## src/rtl/xtal_det_pkg.sv

```systemverilog
`timescale 1ns/1ps
package xtal_det_pkg;

    typedef enum logic {
        XSEL_16M  = 1'b0,
        XSEL_5M33 = 1'b1
    } xsel_e;

    typedef struct packed {
        xsel_e sel;
        logic  lock;
    } ctl_state_t;

endpackage

```

## src/rtl/osc_edge_sync.sv

```systemverilog
`timescale 1ns/1ps
module osc_edge_sync #(
    parameter int STAGES = 2
) (
    input  logic clk,
    input  logic por_n,
    input  logic osc_in,
    output logic rise_p
);
    // bits [STAGES-1:0] synchronize, bit STAGES holds the previous level
    logic [STAGES:0] sh_d, sh_q;

    always_comb begin
        sh_d = {sh_q[STAGES-1:0], osc_in};
    end

    always_ff @(posedge clk or negedge por_n) begin
        if (!por_n) sh_q <= '0;
        else        sh_q <= sh_d;
    end

    assign rise_p = sh_q[STAGES-1] & ~sh_q[STAGES];

endmodule

```

## src/rtl/freq_meter.sv

```systemverilog
`timescale 1ns/1ps
module freq_meter #(
    parameter int WIN_CYC    = 10000,
    parameter int FAST_EDGES = 3200,
    parameter int SLOW_EDGES = 1067
) (
    input  logic clk,
    input  logic por_n,
    input  logic clr,
    input  logic edge_p,
    output logic done,
    output logic fast
);
    localparam int CW     = $clog2(WIN_CYC);
    localparam int EW     = $clog2(WIN_CYC + 1);
    localparam int THRESH = (FAST_EDGES + SLOW_EDGES) / 2;

    typedef struct packed {
        logic [CW-1:0] win;
        logic [EW-1:0] cnt;
    } meter_t;

    meter_t m_d, m_q;
    logic          last;
    logic [EW-1:0] sum;

    always_comb begin
        m_d  = m_q;
        last = (m_q.win == CW'(WIN_CYC - 1));
        sum  = m_q.cnt + EW'(edge_p);
        if (clr) begin
            m_d = '0;
        end else if (last) begin
            m_d.win = '0;
            m_d.cnt = '0;
        end else begin
            m_d.win = m_q.win + 1'b1;
            m_d.cnt = sum;
        end
    end

    always_ff @(posedge clk or negedge por_n) begin
        if (!por_n) m_q <= '0;
        else        m_q <= m_d;
    end

    assign done = last & ~clr;
    assign fast = (sum >= EW'(THRESH));


    window_bound_chk: assert property (@(posedge clk) disable iff (!por_n)
        m_q.win <= CW'(WIN_CYC - 1));


    clr_restart_chk: assert property (@(posedge clk) disable iff (!por_n)
        clr |=> (m_q.win == '0) && (m_q.cnt == '0));

endmodule

```

## src/rtl/clk_watchdog.sv

```systemverilog
`timescale 1ns/1ps
module clk_watchdog #(
    parameter int WDOG_CYC = 1000
) (
    input  logic clk,
    input  logic por_n,
    input  logic edge_p,
    output logic trip
);
    localparam int WW = $clog2(WDOG_CYC + 1);

    typedef struct packed {
        logic [WW-1:0] cnt;
        logic          trip;
    } wd_t;

    wd_t w_d, w_q;

    always_comb begin
        w_d = w_q;
        if (edge_p)
            w_d.cnt = '0;
        else if (w_q.cnt != WW'(WDOG_CYC))
            w_d.cnt = w_q.cnt + 1'b1;
        w_d.trip = (w_d.cnt == WW'(WDOG_CYC));
    end

    always_ff @(posedge clk or negedge por_n) begin
        if (!por_n) w_q <= '0;
        else        w_q <= w_d;
    end

    assign trip = w_q.trip;


    wdog_no_edge_chk: assert property (@(posedge clk) disable iff (!por_n)
        $rose(trip) |-> $past(!edge_p));


    wdog_release_chk: assert property (@(posedge clk) disable iff (!por_n)
        edge_p |=> !trip);

endmodule

```

## src/rtl/xtal_autodet.sv

```systemverilog
`timescale 1ns/1ps
module xtal_autodet
    import xtal_det_pkg::*;
#(
    parameter int WIN_CYC    = 10000,
    parameter int FAST_EDGES = 3200,
    parameter int SLOW_EDGES = 1067,
    parameter int WDOG_CYC   = 1000,
    parameter int SYNC_STG   = 2
) (
    input  logic clk,
    input  logic por_n,
    input  logic osc_in,
    input  logic tlg_ok,
    output logic sel_slow,
    output logic locked,
    output logic wdog_rst
);
    logic osc_rise;
    logic meas_done;
    logic meas_fast;
    logic wd_trip;

    ctl_state_t c_d, c_q;

    osc_edge_sync #(.STAGES(SYNC_STG)) i_sync (
        .clk    (clk),
        .por_n  (por_n),
        .osc_in (osc_in),
        .rise_p (osc_rise)
    );

    freq_meter #(
        .WIN_CYC    (WIN_CYC),
        .FAST_EDGES (FAST_EDGES),
        .SLOW_EDGES (SLOW_EDGES)
    ) i_meter (
        .clk    (clk),
        .por_n  (por_n),
        .clr    (wd_trip),
        .edge_p (osc_rise),
        .done   (meas_done),
        .fast   (meas_fast)
    );

    clk_watchdog #(.WDOG_CYC(WDOG_CYC)) i_wdog (
        .clk    (clk),
        .por_n  (por_n),
        .edge_p (osc_rise),
        .trip   (wd_trip)
    );

    always_comb begin
        c_d = c_q;
        if (wd_trip) begin
            c_d.sel  = XSEL_16M;
            c_d.lock = 1'b0;
        end else if (!c_q.lock) begin
            if (meas_done)
                c_d.sel = meas_fast ? XSEL_16M : XSEL_5M33;
            if (tlg_ok)
                c_d.lock = 1'b1;
        end
    end

    always_ff @(posedge clk or negedge por_n) begin
        if (!por_n) c_q <= '{sel: XSEL_16M, lock: 1'b0};
        else        c_q <= c_d;
    end

    assign sel_slow = (c_q.sel == XSEL_5M33);
    assign locked   = c_q.lock;
    assign wdog_rst = wd_trip;


    lock_hold_chk: assert property (@(posedge clk) disable iff (!por_n)
        (c_q.lock && !wd_trip) |=> c_q.lock);


    frozen_sel_chk: assert property (@(posedge clk) disable iff (!por_n)
        (c_q.lock && !wd_trip) |=> $stable(c_q.sel));


    sel_on_done_chk: assert property (@(posedge clk) disable iff (!por_n)
        (!meas_done && !wd_trip) |=> $stable(c_q.sel));


    wdog_clears_chk: assert property (@(posedge clk) disable iff (!por_n)
        wd_trip |=> (!c_q.lock && c_q.sel == XSEL_16M));

endmodule

```

## config.mk

```make
export PLATFORM = sky130hd
export DESIGN_NAME = xtal_autodet
export DESIGN_NICKNAME = d
export VERILOG_FILES = /design/src/rtl/xtal_det_pkg.sv /design/src/rtl/osc_edge_sync.sv /design/src/rtl/freq_meter.sv /design/src/rtl/clk_watchdog.sv /design/src/rtl/xtal_autodet.sv
export SDC_FILE = /design/constraint.sdc
export NUM_CORES = 1
export LEC_CHECK = 0
export ABC_CLOCK_PERIOD_IN_PS = 3100
export CAP_MARGIN = 20
export CELL_PAD_IN_SITES_DETAIL_PLACEMENT = 2
export CELL_PAD_IN_SITES_GLOBAL_PLACEMENT = 2
export CORE_MARGIN = 5
export CORE_UTILIZATION = 39
export CTS_CLUSTER_DIAMETER = 200
export DETAILED_ROUTE_END_ITERATION = 7
export HOLD_SLACK_MARGIN = 0.15
export PLACE_DENSITY = 0.89
export SLEW_MARGIN = 20
export SYNTH_ARGS = -nofsm -noshare
export SYNTH_HDL_FRONTEND = slang
export SYNTH_SLANG_ARGS = --single-unit
```

## constraint.sdc

```tcl
create_clock -name clk -period 3.1 [get_ports clk]
set_clock_uncertainty 0.05 [all_clocks]
set_input_delay 0.775 -clock clk [delete_from_list [all_inputs] [get_ports clk]]
set_output_delay 0.775 -clock clk [all_outputs]
set_load 0.03 [all_outputs]
```

==> impl_metrics.toml <==
[status]
status = "complete, no violations"

[min_path]
worstHoldStart = "i_sync.sh_q[0]"
holdPathEnd = "i_sync.sh_q[1]"
min_path_type = "flop to flop"
hold_depth = 0

[critical_path]
slowest_delay_ns = 0.35
r2r_slack_ns = 0.71
r2r_cells = 8
cp.required_ns = 3.27
critPathLaunchType = "flop"
worst_path_max_delay_cell = "dfrtp_1"
end_kind = "flop"
critPathBufInv = 0
timing.rr.start = "i_sync.sh_q[1]"
worstPathArrival_ns = 2.56
critPathTopFamily = "simple AND/OR/NAND/NOR gates"
path_max_fanout = 7
r2r-end = "sel_slow"
crit_chain = "nor2b_1 -> ha_1 -> ha_1 -> and4_1 -> nand4_1 -> nor4bb_1 -> o21ai_1 -> a22oi_1"
crit_top_cell = "ha_1"
crit_type = "flop to flop"

[pwr]
static-leakage-power_nw = 1.04
power_density_nw_per_um2 = 533
p_seq_share_pct = 55.1
p_int_mw = 0.908
vdd_drop_max_mv = 0.295
switching_share_pct = 31.0
power_mw = 1.32
power_frac_comb_pct = 16.6
power_switching_mw = 0.408
clockPowerShare_pct = 28.3

[logic_synthesis]
synthTopCellsByArea = "dfrtp_1 49%, nor2_1 7.0%, xnor2_1 5.8%"
yosysWarningCount = 0
avgSynthCellArea_um2 = 9.70
synth-main-ff-cell = "dfrtp_1"
synth_edf_count = 0
synth_cell_types = 43
ys_seq_area_share_pct = 48.9
async_flop_share_pct = 100
netlist_area_um2 = 2250
synth_top_area_share_pct = 48.9
syn_nets = 241
ys_seq_elements = 44
synthCells = 232
yosysTopAreaCell = "dfrtp_1"

[clock_tree]
clkSinkCount = 44
clockRootBuffer = "clkbuf_8"
clk_latency_ns = 0.29
cts_tree = "done"
postCtsSetupBuffers = 0
clk_pin_slew_ns = 0.08
hold_buffers = 0
htreeDepth = 2
numCtsBuffers = 5
cts_max_path_buffers = 2
cts-resized-gates = 0

[grt]
grt_max_degree = 45
grt_pass1_wl_um = 9580
grt_use_total_pct = 16.4
grt_pass1_vias = 1934
antenna_found_initial = 0
overflow = 0

[timing]
hold_violations = 0
fmax_ghz = 0.418
setup_viol = 0
worstMarginPinSlew_ns = 0.569
finalCritPeriodShare_pct = 77.2
totalNegativeSetupSlack_ns = 0
rsz0062_at_grt = "false"
period_minus_slack_ns = 2.39
slew_violations = 0
max_slew_margin_pct = 62.1

[drt]
wl_per_cell_um = 17.6
remaining_drc_errors = 0
wirelength_um = 5510
vias = 1747
drtIter0Drc = 23
firstDrtPassIters = 4
antenna_left = 0
viasPerCell = 5.58

[floorplanning]
pin_count = 7
die_x_um = 86.0
die_h_um = 86.0
fp.coreArea_um2 = 5570
std_cell_rows = 27
dieArea_um2 = 7390
initial_core_util_pct = 40.4

[place]
port_buffers = 6
gp_congestion = 0.759
hpwl_um = 3890

[final_layout]
layout-drive-gt1-share_pct = 4.98
diodes = 0
syn2layout_area_growth_pct = 9.67
nNetsFinal = 249

[flow_run]
drv_cap = 0
cell usage in the layout, fill, tap and decap left out, types with 4 or more instances in the layout:
master and count:
nand3_1 17, o21ai_0 5, and3_1 7, dfrtp_1 44, nand4_1 10, inv_1 7, nand2_1 8, nor2_1 42
a21oi_1 4, ha_1 5, clkbuf_8 6, nor3_1 5, clkdlybuf4s50_1 5, xnor2_1 15, xor2_1 12
sequential cells by signal, indices dropped and copies added, names as in the netlist:
signal	count
i_wdog.trip	1
locked	1
i_meter.m_q	28
i_sync.sh_q	3
sel_slow	1
i_wdog.w_q	10
layout make-up:
type                            instances  area, um2
Fill cell                             609       3110
Sequential cell                        44       1100
Multi-Input combinational cell        174       1090
Clock buffer                            8       90.1
Tap cell                               72       90.1
Timing Repair Buffer                    8       72.6
Inverter                                7       26.3
stage by stage:
step | instance area [um2] | instances | hold slack (ns) | setup WS, ns | util (%)
floorplan | 2250 | 232 | 0.281 | 0.967 | -
global placement | 2380 | 305 | 0.296 | 0.967 | 42.6
detailed placement | 2380 | 305 | 0.287 | 0.735 | 42.6
CTS | 2470 | 313 | 0.315 | 0.718 | 44.2
global route | 2470 | 313 | 0.326 | 0.488 | 44.3
finish | 2470 | 313 | 0.312 | 0.707 | 44.3
cells in the mapped netlist (all sizes together) (3+ instances only):
cell type  count
a21oi          5
clkbuf         5
xor2          12
ha             5
nor2b          3
o21ai          6
and2           3
nor3           6
nand2          8
xnor2         15
nor3b          3
nand2b         3
and3           7
and4           3
inv            7
nand3         17
nor2          42
nand4         10
dfrtp         44
kinds of logic (layout without fill, tap and decap cells):
kind of cell | count (synthesis) | after routing | share of synthesized area (%)
mux | 1 | 1 | 0.445
compound gates | 24 | 24 | 7.06
buf+inv | 14 | 23 | 2.72
simple gates | 117 | 117 | 27.6
flops | 44 | 44 | 48.9
fa+ha+maj | 5 | 5 | 2.78
xor+xnor | 27 | 27 | 10.5
layer usage:
layer	GRT usage, %	part of all wire (%)
met5	0	0
met4	4.60	1.6
met3	3.17	2.0
met2	30.1	53
met1	19.4	44
worst max path at each step:
| stage | startpoint | to | slack [ns] | cells past startpoint |
|---|---|---|---|---|
| after floorplan | i_sync.sh_q[2] | sel_slow | 0.97 | 9 |
| final | i_sync.sh_q[1] | sel_slow | 0.71 | 8 |
| after global routing | i_sync.sh_q[1] | sel_slow | 0.49 | 8 |
| after global placement | i_sync.sh_q[2] | sel_slow | 0.97 | 8 |
| after detailed placement | i_sync.sh_q[1] | sel_slow | 0.74 | 8 |
| after CTS | i_sync.sh_q[1] | sel_slow | 0.72 | 8 |
power groups by stage:
stage | logic, mW | clock network (mW) | registers, mW
detailed placement | 0.217 | 0 | 0.732
floorplan | 0.200 | 0 | 0.677
global placement | 0.205 | 0 | 0.729
global route | 0.252 | 0.407 | 0.739
CTS | 0.224 | 0.384 | 0.724
finish | 0.218 | 0.373 | 0.725
Note: power is estimated with default switching activity, not from simulation.
